### src/rtl/tcam_pkg.sv
package tcam_pkg;

   typedef enum logic [1:0] {
      TC_STORE   = 2'd0,
      TC_CLEAR   = 2'd1,
      TC_RELEASE = 2'd2,
      TC_NOP     = 2'd3
   } tc_op_e;

endpackage

### src/rtl/tcam_slots.sv
module tcam_slots
   import tcam_pkg::*;
#(
   parameter int KEY_W    = 8,
   parameter int DEPTH    = 8,
   parameter int REF_W    = 8,
   parameter int FREE_BIT = KEY_W - 1,
   parameter bit FREE_EN  = 1'b1,
   localparam int IDX_W   = $clog2(DEPTH)
) (
   input  logic             clk,
   input  logic             rst_n,
   input  logic             we,
   input  logic [1:0]       op,
   input  logic [IDX_W-1:0] idx,
   input  logic [KEY_W-1:0] val,
   input  logic [KEY_W-1:0] msk,
   input  logic [REF_W-1:0] rref,
   output logic             ent_vld [DEPTH],
   output logic [KEY_W-1:0] ent_val [DEPTH],
   output logic [KEY_W-1:0] ent_msk [DEPTH],
   output logic [REF_W-1:0] ent_ref [DEPTH]
);

   localparam logic [KEY_W-1:0] FLAG_ONE = KEY_W'(1) << FREE_BIT;

   tc_op_e op_e;
   assign op_e = tc_op_e'(op);

   for (genvar e = 0; e < DEPTH; e++) begin : g_ent
      localparam logic [IDX_W-1:0] SLOT = IDX_W'(e);

      logic             vld_r;
      logic [KEY_W-1:0] val_r;
      logic [KEY_W-1:0] msk_r;
      logic [REF_W-1:0] ref_r;
      logic             sel;
      logic             rel_take;
      logic [KEY_W-1:0] rel_val;
      logic [KEY_W-1:0] rel_msk;

      assign sel = we && (idx == SLOT);

      if (FREE_EN) begin : g_rel
         assign rel_take = 1'b1;
         assign rel_val  = val_r | FLAG_ONE;
         assign rel_msk  = msk_r & ~FLAG_ONE;
      end else begin : g_norel
         assign rel_take = 1'b0;
         assign rel_val  = val_r;
         assign rel_msk  = msk_r;
      end

      always_ff @(posedge clk or negedge rst_n) begin
         if (!rst_n) begin
            vld_r <= 1'b0;
            val_r <= '0;
            msk_r <= '0;
            ref_r <= '0;
         end else if (sel) begin
            case (op_e)
               TC_STORE: begin
                  vld_r <= 1'b1;
                  val_r <= val;
                  msk_r <= msk;
                  ref_r <= rref;
               end
               TC_CLEAR: vld_r <= 1'b0;
               TC_RELEASE: begin
                  if (rel_take) begin
                     vld_r <= 1'b1;
                     val_r <= rel_val;
                     msk_r <= rel_msk;
                  end
               end
               default: ;
            endcase
         end
      end

      assign ent_vld[e] = vld_r;
      assign ent_val[e] = val_r;
      assign ent_msk[e] = msk_r;
      assign ent_ref[e] = ref_r;

      // an invalidate leaves the slot without its valid flag
      a_r3_clear_drops: assert property (@(posedge clk) disable iff (!rst_n)
         (sel && op_e == TC_CLEAR) |=> !vld_r);

      if (FREE_EN) begin : g_rel_chk
         // a release leaves the slot valid with the flag bit exact-set
         a_r10_release_flag: assert property (@(posedge clk) disable iff (!rst_n)
            (sel && op_e == TC_RELEASE) |=> (vld_r && val_r[FREE_BIT] && !msk_r[FREE_BIT]));
      end
   end

endmodule

### src/rtl/tcam_compare.sv
module tcam_compare #(
   parameter int KEY_W = 8,
   parameter int DEPTH = 8
) (
   input  logic             ent_vld [DEPTH],
   input  logic [KEY_W-1:0] ent_val [DEPTH],
   input  logic [KEY_W-1:0] ent_msk [DEPTH],
   input  logic [KEY_W-1:0] key,
   input  logic [KEY_W-1:0] qmask,
   output logic [DEPTH-1:0] hit
);

   for (genvar e = 0; e < DEPTH; e++) begin : g_cmp
      logic [KEY_W-1:0] diff;
      assign diff   = (ent_val[e] ^ key) & ~ent_msk[e] & ~qmask;
      assign hit[e] = ent_vld[e] && (diff == '0);
   end

endmodule

### src/rtl/tcam_hitseq.sv
module tcam_hitseq #(
   parameter int DEPTH  = 8,
   localparam int IDX_W = $clog2(DEPTH)
) (
   input  logic             clk,
   input  logic             rst_n,
   input  logic             start,
   input  logic [DEPTH-1:0] match_vec,
   input  logic             first_only,
   input  logic             out_ready,
   output logic             busy,
   output logic [IDX_W-1:0] cur_idx,
   output logic             cur_last,
   output logic             cur_none
);

   logic             busy_q;
   logic             first_q;
   logic [DEPTH-1:0] pend_q;
   logic [DEPTH-1:0] rest;
   logic             fire;

   assign rest     = pend_q & (pend_q - DEPTH'(1));
   assign busy     = busy_q;
   assign cur_none = busy_q && (pend_q == '0);
   assign cur_last = first_q || cur_none || (rest == '0);
   assign fire     = busy_q && out_ready;

   always_comb begin
      cur_idx = '0;
      for (int i = DEPTH - 1; i >= 0; i--) begin
         if (pend_q[i]) cur_idx = IDX_W'(i);
      end
   end

   always_ff @(posedge clk or negedge rst_n) begin
      if (!rst_n) begin
         busy_q  <= 1'b0;
         first_q <= 1'b0;
         pend_q  <= '0;
      end else if (start) begin
         busy_q  <= 1'b1;
         first_q <= first_only;
         pend_q  <= match_vec;
      end else if (fire) begin
         if (cur_last) begin
            busy_q <= 1'b0;
            pend_q <= '0;
         end else begin
            pend_q <= rest;
         end
      end
   end

   // a refused beat stays in place
   a_r8_hold_beat: assert property (@(posedge clk) disable iff (!rst_n)
      (busy_q && !out_ready) |=> (busy_q && $stable(cur_idx) && $stable(cur_last)));

   // successive beats of one stream climb in index
   a_r4_ascending: assert property (@(posedge clk) disable iff (!rst_n)
      (busy_q && out_ready && !cur_last) |=> (busy_q && cur_idx > $past(cur_idx)));

   // a new search is not taken while a stream runs
   a_r4_no_restart: assert property (@(posedge clk) disable iff (!rst_n)
      busy_q |-> !start);

endmodule

### src/rtl/tcam_stream.sv
module tcam_stream #(
   parameter int KEY_W    = 8,
   parameter int DEPTH    = 8,
   parameter int REF_W    = 8,
   parameter int FREE_BIT = KEY_W - 1,
   parameter bit FREE_EN  = 1'b1,
   localparam int IDX_W   = $clog2(DEPTH)
) (
   input  logic             clk,
   input  logic             rst_n,
   input  logic             wr_valid,
   output logic             wr_ready,
   input  logic [1:0]       wr_op,
   input  logic [IDX_W-1:0] wr_index,
   input  logic [KEY_W-1:0] wr_value,
   input  logic [KEY_W-1:0] wr_mask,
   input  logic [REF_W-1:0] wr_ref,
   input  logic             srch_valid,
   output logic             srch_ready,
   input  logic [KEY_W-1:0] srch_key,
   input  logic [KEY_W-1:0] srch_qmask,
   input  logic             srch_first,
   output logic             res_valid,
   input  logic             res_ready,
   output logic [IDX_W-1:0] res_index,
   output logic [KEY_W-1:0] res_value,
   output logic [KEY_W-1:0] res_mask,
   output logic [REF_W-1:0] res_ref,
   output logic             res_last,
   output logic             res_none
);

   if (DEPTH < 2) begin : g_bad_depth
      $error("tcam_stream: DEPTH must be at least 2");
   end
   if (KEY_W < 1 || REF_W < 1) begin : g_bad_width
      $error("tcam_stream: KEY_W and REF_W must be positive");
   end
   if (FREE_BIT < 0 || FREE_BIT >= KEY_W) begin : g_bad_flag
      $error("tcam_stream: FREE_BIT must lie inside the key");
   end

   logic             ent_vld [DEPTH];
   logic [KEY_W-1:0] ent_val [DEPTH];
   logic [KEY_W-1:0] ent_msk [DEPTH];
   logic [REF_W-1:0] ent_ref [DEPTH];
   logic [DEPTH-1:0] hit_vec;
   logic             busy;
   logic             wr_fire;
   logic             srch_fire;
   logic [IDX_W-1:0] cur_idx;
   logic             cur_last;
   logic             cur_none;

   assign wr_ready   = !busy;
   assign srch_ready = !busy;
   assign wr_fire    = wr_valid && wr_ready;
   assign srch_fire  = srch_valid && srch_ready;

   tcam_slots #(
      .KEY_W(KEY_W), .DEPTH(DEPTH), .REF_W(REF_W),
      .FREE_BIT(FREE_BIT), .FREE_EN(FREE_EN)
   ) u_slots (
      .clk(clk), .rst_n(rst_n),
      .we(wr_fire), .op(wr_op), .idx(wr_index),
      .val(wr_value), .msk(wr_mask), .rref(wr_ref),
      .ent_vld(ent_vld), .ent_val(ent_val),
      .ent_msk(ent_msk), .ent_ref(ent_ref)
   );

   tcam_compare #(.KEY_W(KEY_W), .DEPTH(DEPTH)) u_cmp (
      .ent_vld(ent_vld), .ent_val(ent_val), .ent_msk(ent_msk),
      .key(srch_key), .qmask(srch_qmask), .hit(hit_vec)
   );

   tcam_hitseq #(.DEPTH(DEPTH)) u_seq (
      .clk(clk), .rst_n(rst_n),
      .start(srch_fire), .match_vec(hit_vec), .first_only(srch_first),
      .out_ready(res_ready), .busy(busy),
      .cur_idx(cur_idx), .cur_last(cur_last), .cur_none(cur_none)
   );

   assign res_valid = busy;
   assign res_index = cur_idx;
   assign res_last  = cur_last;
   assign res_none  = cur_none;
   assign res_value = cur_none ? '0 : ent_val[cur_idx];
   assign res_mask  = cur_none ? '0 : ent_msk[cur_idx];
   assign res_ref   = cur_none ? '0 : ent_ref[cur_idx];

   // an empty result is always the closing beat
   a_r6_none_closes: assert property (@(posedge clk) disable iff (!rst_n)
      (res_valid && res_none) |-> (res_last && res_index == '0));

   // a reported hit points at a slot that is still valid
   a_r3_hit_valid: assert property (@(posedge clk) disable iff (!rst_n)
      (res_valid && !res_none) |-> ent_vld[res_index]);

   // an accepted search opens a stream in the next cycle
   a_r9_stream_opens: assert property (@(posedge clk) disable iff (!rst_n)
      srch_fire |=> (res_valid && !srch_ready && !wr_ready));

   // slot contents do not move while a stream is being read out
   a_r9_frozen: assert property (@(posedge clk) disable iff (!rst_n)
      (res_valid && $past(res_valid) && !res_none) |-> $stable(ent_vld[res_index]));

endmodule

### config.mk
export PLATFORM = sky130hd
export DESIGN_NAME = tcam_stream
export DESIGN_NICKNAME = d
export VERILOG_FILES = /design/src/rtl/tcam_pkg.sv /design/src/rtl/tcam_slots.sv /design/src/rtl/tcam_compare.sv /design/src/rtl/tcam_hitseq.sv /design/src/rtl/tcam_stream.sv
export SDC_FILE = /design/constraint.sdc
export NUM_CORES = 1
export LEC_CHECK = 0
export ABC_AREA = 1
export BUFFER_PORTS_ARGS = -buffer_cell sky130_fd_sc_hd__buf_2
export CELL_PAD_IN_SITES_DETAIL_PLACEMENT = 1
export CELL_PAD_IN_SITES_GLOBAL_PLACEMENT = 1
export CORE_MARGIN = 3
export CORE_UTILIZATION = 30
export CTS_CLUSTER_DIAMETER = 120
export DETAILED_ROUTE_END_ITERATION = 8
export PLACE_DENSITY = 0.71
export REMOVE_ABC_BUFFERS = 1
export SYNTH_ARGS = -nofsm -noshare
export SYNTH_HDL_FRONTEND = slang
export SYNTH_SLANG_ARGS = --single-unit
export TNS_END_PERCENT = 100
### constraint.sdc
create_clock -name clk -period 1.6 [get_ports clk]
set_input_delay 0.08 -clock clk [delete_from_list [all_inputs] [get_ports clk]]
set_output_delay 0.08 -clock clk [all_outputs]
set_load 0.02 [all_outputs]
### After elaboration in Yosys (flattened, before gate mapping)

Cells that the tools add are included.
Widths: inputs -> output; s select.

| word-level totals | value |
|---|---|
| memories | 0 |
| flip-flop bits (word level) | 210 |
| latch bits | 0 |
| memory bits (writable) | 0 |
| ROM bits | 0 |
| logic and storage cells | 200 |

| operators by class | value |
|---|---|
| shift operators | 0 |
| eq/ne operators | 9 |
| multiplexer cells | 29 |
| bitwise operators | 36 |
| divide/modulo/power cells | 0 |
| reduce and logical (&&, ||, !) cells | 73 |
| multipliers | 0 |
| add/subtract/negate cells | 1 |
| order comparisons | 1 |

Operators by type and width:

| operator | count |
|---|---|
| $and 8x8->8 | 17 |
| $mux 8 | 12 |
| $logic_not 8->1 | 10 |
| $bmux 8 s3 | 3 |
| $not 8->8 | 9 |
| $xor 8x8->8 | 8 |
| $reduce_and 2->1 | 25 |
| $pmux 8 s2 | 2 |
| $mux 3 | 8 |
| $reduce_and 3->1 | 8 |
| $logic_and 1x1->1 | 20 |
| $eq 3x3->1 const B | 4 |
| $reduce_bool 2->1 | 4 |
| $sub 8x1->8 const B | 1 |
| $eq 3x2->1 const B | 2 |
| $ge 4x4->1 const B | 1 |
| $not 3->4 | 1 |
| $eq 3x1->1 const B | 1 |
| $logic_not 3->1 | 1 |
| $mux 1 | 3 |
| $eq 2x1->1 const B | 1 |
| $eq 2x2->1 const B | 1 |
| $logic_not 2->1 | 1 |
| $logic_or 1x1->1 | 2 |
| other kinds (4) | 4 |

### Longest topological paths before layout

Gate-level depths: netlist of the first run.

| logic depth | value |
|---|---|
| depth in word-level cells | 13 |
| depth in mapped cells | 15 |

### Hierarchy

Synthesis of the first run repeated with hierarchy kept, for this count alone.

| unflattened totals | value |
|---|---|
| cells, all modules | 2055 |
| area, all modules | 13093.8 µm² |

Modules (own cells, without submodules):

| module | seq. area each (µm²) | cells each | times used | area each (µm²) |
|---|---|---|---|---|
| tcam_slots | 5004.8 | 934 | 1 | 8142.8 |
| tcam_stream | 0.0 | 647 | 1 | 2660.1 |
| tcam_compare | 0.0 | 380 | 1 | 1630.3 |
| tcam_hitseq | 250.2 | 94 | 1 | 660.6 |

### Worst setup path after synthesis of the first run

Ideal clock, no wire load.

| path | value |
|---|---|
| path type | reg2reg |
| start point | register u_seq.busy_q, in the netlist u_seq.busy |
| end point | register u_slots.g_ent[3].msk_r[6] |
| path slack | -0.195 ns |
| cell stages (with the launch flop) | 12 |
| library setup time | 0.130 ns |
| data required time | 1.470 ns |
| arrival time | 1.665 ns |
| clock period less this slack | 1.795 ns |
| path through | dfrtp_1 -> inv_2 -> nand2_1 -> nor2_1 -> inv_2 -> nor2_1 -> inv_1 -> nor2_1 -> inv_2 -> nor2_8 -> clkbuf_1 -> o21ai_0 |

| between the ends | value |
|---|---|
| cells in the longest elaborated chain, start to end | 4 |

Ends and longest elaborated chain:

| what | RTL line | source |
|---|---|---|
| from (decl) | tcam_hitseq.sv:17 | `logic busy_q;` |
| from (signal assigned) | tcam_hitseq.sv:38 | `busy_q <= 1'b0;` |
| from (signal assigned) | tcam_hitseq.sv:42 | `busy_q <= 1'b1;` |
| from (signal assigned) | tcam_hitseq.sv:47 | `busy_q <= 1'b0;` |
| $logic_not 1->1 | n/a |  |
| named net srch_ready | tcam_stream.sv:19 | `output logic srch_ready,` |
| $logic_and 1x1->1 | tcam_stream.sv:57 | `assign wr_fire = wr_valid && wr_ready;` |
| $logic_and 1x1->1 | tcam_slots.sv:42 | `assign sel = we && (idx == SLOT);` |
| $reduce_and 3->1 (no line) | n/a |  |
| to (signal assigned) | tcam_slots.sv:65 | `msk_r <= msk;` |
| to (signal assigned) | tcam_slots.sv:73 | `msk_r <= rel_msk;` |
| to (decl) | tcam_slots.sv:35 | `logic [KEY_W-1:0] msk_r;` |

The timed path passes the listed nets, and every way through them passes these cells.
A chain may end at the register's enable or synchronous reset.

### Worst setup path after layout of the first run

| path | value |
|---|---|
| start point | register u_seq.pend_q[6] |
| end point | output res_value[7] |

| between the ends | value |
|---|---|
| cells in the longest elaborated chain, start to end | 12 |

Ends and longest elaborated chain:

| what | RTL line | source |
|---|---|---|
| from (decl) | tcam_hitseq.sv:19 | `logic [DEPTH-1:0] pend_q;` |
| from (signal assigned) | tcam_hitseq.sv:44 | `pend_q <= match_vec;` |
| from (signal assigned) | tcam_hitseq.sv:50 | `pend_q <= rest;` |
| $mux 3 (7 in a row) | tcam_hitseq.sv:32 | `if (pend_q[i]) cur_idx = IDX_W'(i);` |
| $not 3->4 (not written as such) | tcam_stream.sv:87 | `assign res_value = cur_none ? '0 : ent_val[cur_idx];` |
| $bmux 8 s3 | tcam_stream.sv:87 |  |
| $mux 8 (not written as such) (2 in a row) | tcam_stream.sv:87 |  |
| $mux 8 * | tcam_stream.sv:87 |  |
| to (decl) | tcam_stream.sv:26 | `output logic [KEY_W-1:0] res_value,` |

Every way passes the cells marked *; elsewhere a longest branch is shown, timed or not. The select of a mux whose other input is x is not followed.

==> flow_results.xml, run 1 <==
<?xml version="1.0" encoding="UTF-8"?>
<metrics>
  <group name="status">
    <metric name="status" unit="">finished with violations</metric>
    <metric name="failing_checks" unit="">setup timing</metric>
  </group>
  <group name="detailed_routing">
    <metric name="drt_iter0_markers" unit="">1114</metric>
    <metric name="drc_errors_left" unit="">0</metric>
    <metric name="detailroute.via_count" unit="">13898</metric>
    <metric name="ant_nets" unit="">0</metric>
    <metric name="first_pass_iters" unit="">6</metric>
    <metric name="wirelength" unit="um">64700</metric>
    <metric name="detail_route.vias_per_cell" unit="">5.63</metric>
    <metric name="wire_length_per_cell_after_detailed_routing" unit="um">26.2</metric>
  </group>
  <group name="power">
    <metric name="p_leak" unit="nW">9.46</metric>
    <metric name="power.ir.vdd_worst" unit="V">0.00105</metric>
    <metric name="p_total" unit="mW">41.1</metric>
    <metric name="cellPowerDensity" unit="mW/mm^2">2130</metric>
  </group>
  <group name="finish">
    <metric name="synthToLayoutAreaGrowth" unit="%">63.0</metric>
    <metric name="fillCellCount" unit="">4410</metric>
    <metric name="area.sequential" unit="mm^2">0.00526</metric>
    <metric name="nNetsFinal" unit="">1980</metric>
    <metric name="area_occupied_by_multi_input_gates" unit="mm^2">0.00737</metric>
    <metric name="post_route_cells_drive_above_1_share" unit="%">43.9</metric>
  </group>
  <group name="grt">
    <metric name="grt_pass1_wl" unit="um">81700</metric>
    <metric name="remaining_global_route_overflow" unit="">0</metric>
    <metric name="first_global_vias" unit="">13798</metric>
    <metric name="met2_resource_use_gr" unit="%">41.8</metric>
    <metric name="use_met1" unit="%">32.0</metric>
    <metric name="met3_usage" unit="%">4.29</metric>
    <metric name="grt.total_usage" unit="%">25.1</metric>
    <metric name="grt_max_degree" unit="">45</metric>
    <metric name="antenna_found_initial" unit="">2</metric>
    <metric name="grt_most_used_layer" unit="">met2</metric>
  </group>
  <group name="logic_synthesis">
    <metric name="yosys.cell_types.count" unit="">31</metric>
    <metric name="synth-warning-count" unit="">0</metric>
    <metric name="synth_area" unit="mm^2">0.0118</metric>
    <metric name="synth.ff_latch_count" unit="">210</metric>
    <metric name="post-synth-top-area-fraction" unit="%">44.4</metric>
    <metric name="synth.avg_cell_area" unit="um^2">7.11</metric>
    <metric name="yosys-top-cells-area" unit="">sky130_fd_sc_hd__dfrtp_1 44%, sky130_fd_sc_hd__nand2_1 14%, sky130_fd_sc_hd__o21ai_0 8.5%, sky130_fd_sc_hd__nand3_1 7.5%, sky130_fd_sc_hd__inv_1 7.1%</metric>
    <metric name="synth.top_cells.by_count" unit="">426 x sky130_fd_sc_hd__nand2_1, 224 x sky130_fd_sc_hd__inv_1, 210 x sky130_fd_sc_hd__dfrtp_1</metric>
    <metric name="yosysSeqAreaShare" unit="%">44.4</metric>
    <metric name="ys_async_sr_fraction" unit="%">100</metric>
    <metric name="synthesis.instances" unit="">1666</metric>
    <metric name="post-synth-top-count-cell" unit="">sky130_fd_sc_hd__nand2_1</metric>
    <metric name="synth-edff-count" unit="">0</metric>
    <metric name="library_cell_occupying_the_most_area_in_the_post_synthesis_netlist" unit="">sky130_fd_sc_hd__dfrtp_1</metric>
    <metric name="postSynth.topFlopCell" unit="">sky130_fd_sc_hd__dfrtp_1</metric>
  </group>
  <group name="timing">
    <metric name="timing.setup.tns" unit="ns">-69.86</metric>
    <metric name="worst_slack" unit="ns">-1.03</metric>
    <metric name="rsz0062_at_grt" unit="">true</metric>
    <metric name="final.setup_skew" unit="ns">0.0167</metric>
    <metric name="setup-violations-final" unit="">227</metric>
    <metric name="final_hold_viol_count" unit="">0</metric>
    <metric name="highest_clock_frequency_the_design_can_meet" unit="MHz">380</metric>
    <metric name="max_slew_margin" unit="%">47.4</metric>
    <metric name="report.final.slew_viol_count" unit="">0</metric>
    <metric name="fin_worst_hold_slack" unit="ns">0.0484</metric>
    <metric name="tightestPinTransition" unit="ns">0.782</metric>
    <metric name="min_period_over_period" unit="%">165</metric>
    <metric name="period_minus_slack" unit="ns">2.63</metric>
  </group>
  <group name="critical_path">
    <metric name="crit_path_kind" unit="">flip-flop to primary output</metric>
    <metric name="timing.critical_path.from_type" unit="">flip-flop</metric>
    <metric name="critPathMostFrequentCell" unit="">sky130_fd_sc_hd__nand2_1</metric>
    <metric name="critical_path.max_fanout" unit="">36</metric>
    <metric name="critPathCaptureType" unit="">primary output</metric>
    <metric name="arrival" unit="ns">2.55</metric>
    <metric name="worstPathCellList" unit="">inv_2 -&gt; nand2_1 -&gt; nand2_1 -&gt; nand2_1 -&gt; nand2_1 -&gt; nand2_2 -&gt; nand2_4 -&gt; nand2_8 -&gt; buf_12 -&gt; nand2_1 -&gt; nand3_1 -&gt; nand3_1 -&gt; nand2_1 -&gt; nor2_2 -&gt; buf_4</metric>
    <metric name="critical_path.slowest_cell" unit="">sky130_fd_sc_hd__dfrtp_1</metric>
    <metric name="critical-path-max-stage-delay" unit="ns">0.39</metric>
    <metric name="critPathRequiredTime" unit="ns">1.52</metric>
  </group>
  <group name="clocking">
    <metric name="h_tree_levels" unit="">1</metric>
    <metric name="tritoncts" unit="">built</metric>
    <metric name="cts.sinks" unit="">210</metric>
    <metric name="cts.reportedPaths.clkPinSlew" unit="ns">0.07</metric>
    <metric name="cts-buffers-inserted" unit="">27</metric>
    <metric name="cts-root-to-sink-buffers" unit="">3</metric>
    <metric name="ctsRootBufferMaster" unit="">sky130_fd_sc_hd__clkbuf_16</metric>
    <metric name="clock_insertion_delay_worst_skew" unit="ns">0.56</metric>
  </group>
  <group name="placement">
    <metric name="dp.final_hpwl" unit="um">32000</metric>
    <metric name="placement.io_buffers" unit="">82</metric>
    <metric name="gp_congestion" unit="">0.857</metric>
  </group>
  <group name="floorplanning">
    <metric name="row_cnt" unit="">72</metric>
    <metric name="num_io_pins" unit="">83</metric>
    <metric name="core_region_area" unit="mm^2">0.0388</metric>
    <metric name="die-area" unit="mm^2">0.0419</metric>
    <metric name="die_width" unit="um">205</metric>
    <metric name="initial_utilization" unit="%">30.5</metric>
    <metric name="die_h" unit="um">205</metric>
  </group>
  <group name="run">
    <metric name="max_cap_violations" unit="">0</metric>
  </group>
  <group name="hold_path">
    <metric name="hold_path.class" unit="">primary input to flip-flop</metric>
  </group>
</metrics>
[layer usage]
| layer | share of wire (%) | vias to the layer above | wire, um |
|---|---|---|---|
| met2 | 47 | 722 | 30100 |
| met4 | 7.9 | 2 | 5100 |
| met5 | 0.019 | - | 12 |
| li1 | - | 5892 | - |
| met1 | 37 | 6955 | 24200 |
| met3 | 8.0 | 327 | 5190 |
[cells by family (layout without fill, tap and decap cells)]
group / Yosys count / count (layout) / share of synthesized area, %
DFF: 210 / 210 / 44.4
buffers and inverters: 341 / 625 / 12.2
and+or+nand+nor: 779 / 779 / 27.9
xor gates and xnor gates: 1 / 1 / 0.0740
AOI/OAI and AO/OA: 335 / 335 / 15.4
other: 0 / 1 / 0
[state kept, by name, summed over array words and instances, names as in the netlist]
signal               count
u_seq.first_q            1
u_seq.busy               1
u_slots.g_ent.val_r     64
u_slots.g_ent.ref_r     64
u_seq.pend_q             8
u_slots.g_ent.msk_r     64
u_slots.g_ent.vld_r      8
[critical path: cells and delay by family, from the launching register on]
kind | cells | cell delay (ns)
and+or+nand+nor | 12 | 1.18
buffers and inverters | 3 | 0.41
DFF | 1 | 0.39
[report_power, final]
group	switching (mW)	internal, mW
clock	2.57	3.79
sequential	1.25	7.28
combinational	15.5	10.7
total	19.3	21.8
[layout by cell type, fill, tap and decap left out, types with 64 or more instances in the layout]
cell type                 synthesis  layout
sky130_fd_sc_hd__nor2_1         132      70
sky130_fd_sc_hd__buf_4           13      95
sky130_fd_sc_hd__inv_1          224     210
sky130_fd_sc_hd__dfrtp_1        210     209
sky130_fd_sc_hd__nand2_4          1     110
sky130_fd_sc_hd__nand2_2          1     119
sky130_fd_sc_hd__o21ai_2          0     118
sky130_fd_sc_hd__nand2_1        426     198
sky130_fd_sc_hd__nand3_1        177     141
sky130_fd_sc_hd__buf_12           0      64
[metrics by stage]
step	worst slack, ns	instances	util (%)	instance area, um^2
finish	-1.03	2469	49.7	19300
global route	-1.15	2468	49.7	19300
CTS	-0.855	2428	43.4	16800
detailed placement	-0.382	2284	35.3	13700
global placement	-0.350	2284	35.3	13700
floorplan	-2.46	1562	-	11300
[cell type report]
cell class                 instances  area share (%)
multi-input combinational       1115            38.2
sequential                       210            27.2
timing repair buffer             336            21.6
inverter                         237            4.85
clock buffer                      42            4.00
tap                              518            3.36
clock inverter                     8           0.616
timing repair inverter             2           0.162
antenna                            1          0.0130
[path summary, 6_finish.rpt]
path                                                        from                                     to  slack (ns)  cells past startpoint
min reg2reg                u_slots.g_ent[7].ref_r[3]$_DFFE_PN0P_  u_slots.g_ent[7].ref_r[3]$_DFFE_PN0P_        0.48                      2
min in group asynchronous                                  rst_n                 u_seq.busy$_DFFE_PN0P_        0.06                      2
min                                                  wr_value[7]  u_slots.g_ent[5].val_r[7]$_DFFE_PN0P_        0.05                      3
max reg2reg                               u_seq.busy$_DFFE_PN0P_  u_slots.g_ent[6].msk_r[3]$_DFFE_PN0P_       -0.36                     13
max                                  u_seq.pend_q[6]$_DFFE_PN0P_                           res_value[7]       -1.03                     15
max in group asynchronous                                  rst_n  u_slots.g_ent[0].val_r[0]$_DFFE_PN0P_        0.81                      3
[repair_timing]
item	CTS	global route
buffers inserted	46	38
hold buffers	28	0
pin swaps	47	78
cloned	22	22
endpoints found under the hold margin	402	0
gates resized for setup	346	614
setup endpoints to repair	230	232
Note: power is estimated with default switching activity, not from simulation.
==> inputs of run 2 (changes only) <==
Settings changed: MAX_ROUTING_LAYER set to met4.
==> flow_results.xml, run 2 (same netlist as run 1, synthesis figures left out) <==
<?xml version="1.0" encoding="UTF-8"?>
<metrics>
  <group name="status">
    <metric name="status" unit="">finished with violations</metric>
    <metric name="failing_checks" unit="">setup timing</metric>
  </group>
  <group name="grt">
    <metric name="grt_max_degree" unit="">45</metric>
    <metric name="remaining_global_route_overflow" unit="">0</metric>
    <metric name="first_global_vias" unit="">13776</metric>
    <metric name="grt_pass1_wl" unit="um">81700</metric>
    <metric name="grt.total_usage" unit="%">25.9</metric>
    <metric name="antenna_found_initial" unit="">2</metric>
  </group>
  <group name="detailed_routing">
    <metric name="first_pass_iters" unit="">5</metric>
    <metric name="wire_length_per_cell_after_detailed_routing" unit="um">26.4</metric>
    <metric name="detailroute.via_count" unit="">14038</metric>
    <metric name="ant_nets" unit="">0</metric>
    <metric name="drc_errors_left" unit="">0</metric>
    <metric name="detail_route.vias_per_cell" unit="">5.67</metric>
    <metric name="drt_iter0_markers" unit="">1051</metric>
    <metric name="wirelength" unit="um">65400</metric>
  </group>
  <group name="finish">
    <metric name="biggestRegsByFlops" unit="">u_slots.g_ent.msk_r x64, u_slots.g_ent.ref_r x64, u_slots.g_ent.val_r x64</metric>
    <metric name="synthToLayoutAreaGrowth" unit="%">63.7</metric>
    <metric name="mostFrequentLayoutCells" unit="">209 x sky130_fd_sc_hd__inv_1, 209 x sky130_fd_sc_hd__dfrtp_1, 205 x sky130_fd_sc_hd__nand2_1, 141 x sky130_fd_sc_hd__nand3_1, 118 x sky130_fd_sc_hd__o21ai_2</metric>
    <metric name="post_route_cells_drive_above_1_share" unit="%">43.8</metric>
    <metric name="finish.cell_count_without_fillers" unit="">2474</metric>
    <metric name="finish.instance_area" unit="mm^2">0.0194</metric>
    <metric name="nNetsFinal" unit="">1984</metric>
  </group>
  <group name="timing">
    <metric name="report.final.slew_viol_count" unit="">0</metric>
    <metric name="worst_slack" unit="ns">-1.12</metric>
    <metric name="setup-violations-final" unit="">232</metric>
    <metric name="tightestPinTransition" unit="ns">0.594</metric>
    <metric name="final_hold_viol_count" unit="">0</metric>
    <metric name="rsz0062_at_grt" unit="">true</metric>
    <metric name="timing.setup.tns" unit="ns">-72.20</metric>
    <metric name="highest_clock_frequency_the_design_can_meet" unit="MHz">368</metric>
    <metric name="min_period_over_period" unit="%">170</metric>
    <metric name="max_slew_margin" unit="%">60.1</metric>
    <metric name="period_minus_slack" unit="ns">2.72</metric>
    <metric name="final.setup_skew" unit="ns">0.0209</metric>
  </group>
  <group name="placement">
    <metric name="dp.final_hpwl" unit="um">32000</metric>
    <metric name="gp_congestion" unit="">0.872</metric>
    <metric name="post-place-cells" unit="">2284</metric>
    <metric name="placement_stage_cell_area" unit="mm^2">0.0137</metric>
    <metric name="placement.io_buffers" unit="">82</metric>
  </group>
  <group name="clocking">
    <metric name="ctsRootBufferMaster" unit="">sky130_fd_sc_hd__clkbuf_16</metric>
    <metric name="cts.reportedPaths.clkPinSlew" unit="ns">0.07</metric>
    <metric name="h_tree_levels" unit="">1</metric>
    <metric name="cts-buffers-inserted" unit="">27</metric>
    <metric name="clock_insertion_delay_worst_skew" unit="ns">0.57</metric>
    <metric name="cts.sinks" unit="">210</metric>
    <metric name="cts-root-to-sink-buffers" unit="">3</metric>
    <metric name="tritoncts" unit="">built</metric>
  </group>
  <group name="critical_path">
    <metric name="arrival" unit="ns">2.64</metric>
    <metric name="critical_path.max_fanout" unit="">8</metric>
    <metric name="critPathMostFrequentCell" unit="">sky130_fd_sc_hd__nand2_1</metric>
    <metric name="critical_path.slowest_cell" unit="">sky130_fd_sc_hd__dfrtp_1</metric>
    <metric name="crit_path_from" unit="">u_seq.pend_q[6]$_DFFE_PN0P_</metric>
    <metric name="crit_path_kind" unit="">flip-flop to primary output</metric>
    <metric name="worst_reg2reg_startpoint" unit="">u_seq.busy$_DFFE_PN0P_</metric>
    <metric name="timing.critical_path.from_type" unit="">flip-flop</metric>
    <metric name="critical-path-max-stage-delay" unit="ns">0.40</metric>
    <metric name="critPathCaptureType" unit="">primary output</metric>
    <metric name="critPathRequiredTime" unit="ns">1.52</metric>
    <metric name="worstPathCellList" unit="">inv_2 -&gt; nand2_1 -&gt; nand2_1 -&gt; nand2_1 -&gt; nand2_1 -&gt; nand2_2 -&gt; nand2_4 -&gt; nand2_8 -&gt; buf_12 -&gt; buf_12 -&gt; nand2_4 -&gt; nand2_2 -&gt; nor2_2 -&gt; nor2_1 -&gt; nor2_2 -&gt; buf_6</metric>
  </group>
  <group name="floorplanning">
    <metric name="row_cnt" unit="">72</metric>
    <metric name="die_h" unit="um">205</metric>
    <metric name="initial_utilization" unit="%">30.5</metric>
    <metric name="die-area" unit="mm^2">0.0419</metric>
    <metric name="core_region_area" unit="mm^2">0.0388</metric>
    <metric name="num_io_pins" unit="">83</metric>
    <metric name="die_width" unit="um">205</metric>
  </group>
  <group name="power">
    <metric name="p_leak" unit="nW">9.49</metric>
    <metric name="power.ir.vdd_worst" unit="V">0.00115</metric>
    <metric name="cellPowerDensity" unit="mW/mm^2">2150</metric>
    <metric name="p_total" unit="mW">41.7</metric>
  </group>
  <group name="hold_path">
    <metric name="hold_path.class" unit="">primary input to asynchronous set/reset pin</metric>
  </group>
  <group name="run">
    <metric name="max_cap_violations" unit="">0</metric>
  </group>
</metrics>
[run 2: final timing paths]
path                                                          to  slack (ns)  cells past startpoint
max                                                   res_ref[4]       -1.12                     16
min                                       u_seq.busy$_DFFE_PN0P_        0.04                      2
max reg2reg                u_slots.g_ent[5].val_r[0]$_DFFE_PN0P_       -0.43                     13
min reg2reg                u_slots.g_ent[7].ref_r[3]$_DFFE_PN0P_        0.48                      2
max in group asynchronous  u_slots.g_ent[3].msk_r[4]$_DFFE_PN0P_        0.83                      3
min in group clk              u_slots.g_ent[2].vld_r$_DFFE_PN0P_        0.05                      7
[run 2: what timing repair did]
item,CTS,global route
hold endpoints to repair,402,0
hold buffers,28,0
cloned,22,23
setup buffers,46,45
endpoints found under the setup margin,230,232
gates resized for setup,346,611
pin swaps,47,87
[run 2: per-stage QoR]
| stage | setup slack [ns] | utilization [%] | hold WS (ns) |
|---|---|---|---|
| 6_report | -1.12 | 49.9 | 0.0438 |
| 5_1_grt | -1.17 | 49.9 | 0.0594 |
| 4_1_cts | -0.855 | 43.4 | 0.00744 |
| 3_5_place_dp | -0.382 | 35.3 | 0.0782 |
| 3_3_place_gp | -0.350 | 35.3 | 0.0709 |
| 2_1_floorplan | -2.46 | - | -0.216 |
[run 2: power by group]
| group | total, mW | leakage (nW) | internal, mW | switching [mW] |
|---|---|---|---|---|
| Clock | 6.39 | 0.437 | 3.79 | 2.61 |
| Combinational | 26.8 | 6.76 | 11.0 | 15.8 |
| Sequential | 8.55 | 2.29 | 7.28 | 1.27 |
[run 2: area by class of cell]
cell class,count,area (um^2)
Inverter,237,926
Multi-Input combinational cell,1115,7400
Timing Repair inverter,2,28.8
Clock inverter,8,119
Antenna cell,2,5.00
Fill cell,4422,19400
Timing Repair Buffer,340,4220
Sequential cell,210,5260
Clock buffer,42,772
Tap cell,518,648
[run 2: worst max-delay path, delay by kind of cell, from the launching register on]
kind / cells / cell delay [ns]
simple gates: 12 / 1.12
buf+inv: 4 / 0.52
flops: 1 / 0.40
[run 2: metal layers]
metal	global-route usage, %	share of wire (%)	vias to the layer above
met3	4.15	7.9	352
met2	41.8	47	784
met4	11.2	7.8	0
met1	32.2	38	7008
li1	-	-	5894
met5	-	0	-
==> inputs of run 3 (changes only) <==
==> constraint.sdc (replaced) <==
create_clock -name clk -period 1.6 [get_ports clk]
set_input_delay 0.32 -clock clk [delete_from_list [all_inputs] [get_ports clk]]
set_output_delay 0.32 -clock clk [all_outputs]
set_load 0.02 [all_outputs]
==> flow_results.xml, run 3 (same netlist as run 1, synthesis figures left out) <==
<?xml version="1.0" encoding="UTF-8"?>
<metrics>
  <group name="critical_path">
    <metric name="cp_top_family" unit="">simple AND/OR/NAND/NOR gates</metric>
    <metric name="worstPathCellList" unit="">inv_2 -&gt; nand2_2 -&gt; nand2_1 -&gt; nand2_1 -&gt; nand2_1 -&gt; nand2_2 -&gt; nand2_8 -&gt; nand2_8 -&gt; buf_12 -&gt; clkbuf_16 -&gt; nand2_1 -&gt; nand3_1 -&gt; nand3_1 -&gt; nand2_2 -&gt; nor2_4 -&gt; buf_6</metric>
    <metric name="critPathMostFrequentCell" unit="">sky130_fd_sc_hd__nand2_1</metric>
    <metric name="critical_path.slowest_cell" unit="">sky130_fd_sc_hd__dfrtp_1</metric>
    <metric name="critPathCaptureType" unit="">primary output</metric>
    <metric name="arrival" unit="ns">2.56</metric>
    <metric name="crit_cells" unit="">16</metric>
    <metric name="crit_path_kind" unit="">flip-flop to primary output</metric>
    <metric name="critPathRequiredTime" unit="ns">1.28</metric>
    <metric name="critical-path-max-stage-delay" unit="ns">0.41</metric>
    <metric name="timing.reg2reg.setup_slack" unit="ns">-0.49</metric>
    <metric name="timing.critical_path.from_type" unit="">flip-flop</metric>
    <metric name="reg2regPathDepth" unit="">15</metric>
    <metric name="wp_buf_inv" unit="">4</metric>
    <metric name="critical_path.max_fanout" unit="">7</metric>
  </group>
  <group name="clocking">
    <metric name="clock_insertion_delay_worst_skew" unit="ns">0.55</metric>
    <metric name="cts-root-to-sink-buffers" unit="">3</metric>
    <metric name="cts.sinks" unit="">210</metric>
    <metric name="cts-buffers-inserted" unit="">26</metric>
    <metric name="cts.reportedPaths.clkPinSlew" unit="ns">0.06</metric>
    <metric name="tritoncts" unit="">built</metric>
    <metric name="h_tree_levels" unit="">1</metric>
    <metric name="ctsRootBufferMaster" unit="">sky130_fd_sc_hd__clkbuf_16</metric>
  </group>
  <group name="detailed_routing">
    <metric name="ant_nets" unit="">0</metric>
    <metric name="detail_route.vias_per_cell" unit="">5.54</metric>
    <metric name="drc_errors_left" unit="">0</metric>
    <metric name="detailroute.via_count" unit="">13646</metric>
    <metric name="wirelength" unit="um">60500</metric>
    <metric name="first_pass_iters" unit="">5</metric>
    <metric name="wire_length_per_cell_after_detailed_routing" unit="um">24.6</metric>
    <metric name="drt_iter0_markers" unit="">1069</metric>
  </group>
  <group name="grt">
    <metric name="grt.total_usage" unit="%">25.3</metric>
    <metric name="grt_max_degree" unit="">47</metric>
    <metric name="grt_pass1_wl" unit="um">79800</metric>
    <metric name="remaining_global_route_overflow" unit="">0</metric>
    <metric name="first_global_vias" unit="">13424</metric>
    <metric name="antenna_found_initial" unit="">2</metric>
  </group>
  <group name="timing">
    <metric name="tightestPinTransition" unit="ns">0.606</metric>
    <metric name="final.setup_skew" unit="ns">0.0200</metric>
    <metric name="max_slew_margin" unit="%">59.2</metric>
    <metric name="timing.setup.tns" unit="ns">-92.14</metric>
    <metric name="report.final.slew_viol_count" unit="">0</metric>
    <metric name="worst_slack" unit="ns">-1.28</metric>
    <metric name="final_hold_viol_count" unit="">0</metric>
    <metric name="rsz0062_at_grt" unit="">true</metric>
    <metric name="period_minus_slack" unit="ns">2.88</metric>
    <metric name="setup-violations-final" unit="">236</metric>
    <metric name="min_period_over_period" unit="%">180</metric>
    <metric name="highest_clock_frequency_the_design_can_meet" unit="MHz">347</metric>
  </group>
  <group name="status">
    <metric name="failing_checks" unit="">setup timing</metric>
    <metric name="status" unit="">finished with violations</metric>
  </group>
  <group name="finish">
    <metric name="synthToLayoutAreaGrowth" unit="%">58.2</metric>
    <metric name="biggestRegsByFlops" unit="">u_slots.g_ent.msk_r x64, u_slots.g_ent.ref_r x64, u_slots.g_ent.val_r x64</metric>
    <metric name="post_route_cells_drive_above_1_share" unit="%">41.1</metric>
    <metric name="most_common_cell_after_layout_fill_and_taps_aside" unit="">sky130_fd_sc_hd__nand2_1</metric>
    <metric name="nNetsFinal" unit="">1977</metric>
    <metric name="finish.instance_area" unit="mm^2">0.0187</metric>
    <metric name="mostFrequentLayoutCells" unit="">239 x sky130_fd_sc_hd__nand2_1, 210 x sky130_fd_sc_hd__inv_1, 210 x sky130_fd_sc_hd__dfrtp_1, 130 x sky130_fd_sc_hd__nand3_1, 128 x sky130_fd_sc_hd__buf_4</metric>
  </group>
  <group name="floorplanning">
    <metric name="core_region_area" unit="mm^2">0.0388</metric>
    <metric name="initial_utilization" unit="%">30.5</metric>
    <metric name="row_cnt" unit="">72</metric>
    <metric name="die_width" unit="um">205</metric>
    <metric name="num_io_pins" unit="">83</metric>
    <metric name="die-area" unit="mm^2">0.0419</metric>
    <metric name="die_h" unit="um">205</metric>
  </group>
  <group name="power">
    <metric name="p_leak" unit="nW">9.17</metric>
    <metric name="power.ir.vdd_worst" unit="V">0.00103</metric>
    <metric name="cellPowerDensity" unit="mW/mm^2">2200</metric>
  </group>
  <group name="placement">
    <metric name="placement.io_buffers" unit="">82</metric>
    <metric name="gp_congestion" unit="">0.876</metric>
    <metric name="placement_stage_cell_area" unit="mm^2">0.0139</metric>
    <metric name="dp.final_hpwl" unit="um">31500</metric>
  </group>
  <group name="run">
    <metric name="max_cap_violations" unit="">0</metric>
  </group>
  <group name="hold_path">
    <metric name="hold-path-cell-count" unit="">3</metric>
    <metric name="hold_path.class" unit="">primary input to flip-flop</metric>
  </group>
</metrics>
-- run 3: tightest hold or removal path, stage by stage --
cell                      delay [ns]
sky130_fd_sc_hd__buf_2          0.10
sky130_fd_sc_hd__inv_1          0.07
sky130_fd_sc_hd__a22oi_1        0.08
-- run 3: through the flow --
stage               setup slack, ns  cells  util [%]  power (mW)  hold WS, ns
floorplan                     -2.70   1562         -        17.2       0.0244
global placement             -0.635   2307      35.8        25.2        0.326
CTS                           -1.14   2423      43.3        36.9       0.0546
detailed placement           -0.700   2307      35.8        25.7        0.329
global route                  -1.38   2461      48.3        43.2       0.0860
finish                        -1.28   2462      48.3        41.2       0.0574
-- run 3: path summary, 6_finish.rpt --
check | end | startpoint
setup / recovery | res_value[1] | u_seq.pend_q[6]$_DFFE_PN0P_
hold / removal | u_seq.busy$_DFFE_PN0P_ | srch_valid
setup reg to reg | u_seq.pend_q[4]$_DFFE_PN0P_ | u_seq.pend_q[0]$_DFFE_PN0P_
hold reg to reg | u_slots.g_ent[7].ref_r[6]$_DFFE_PN0P_ | u_slots.g_ent[7].ref_r[6]$_DFFE_PN0P_
max in group asynchronous | u_slots.g_ent[1].ref_r[4]$_DFFE_PN0P_ | rst_n
min in group asynchronous | u_slots.g_ent[5].msk_r[7]$_DFFE_PN0P_ | rst_n
-- run 3: power breakdown --
part | internal [mW] | total, mW | switching, mW
Combinational | 11.4 | 26.8 | 15.4
Sequential | 7.28 | 8.44 | 1.17
Clock | 3.53 | 5.97 | 2.45
Total | 22.2 | 41.2 | 19.0
-- run 3: layout make-up --
class	instances	area (um^2)
sequential	210	5260
clock buffer	39	791
clock inverter	4	45.0
tap	518	648
inverter	237	940
multi-input combinational	1116	7000
fill	4461	20100
antenna	3	7.51
timing repair inverter	3	47.5
timing repair buffer	332	4010
-- run 3: metal layers --
layer  part of all wire, %  vias up  GRT usage (%)
met3                   7.2      227           3.34
met4                   5.9        0           8.36
li1                      -     5874              -
met5                     0        -              -
met1                    39     6871           32.2
met2                    48      674           41.7
-- run 3: timing repair --
action                                 in CTS  in global routing
buffers inserted                           45                 35
setup endpoints to repair                 230                240
gates resized for setup                   335                479
cloned                                     28                 17
pin swaps                                  31                 76
hold buffers                                2                  0
endpoints found under the hold margin      37                  0
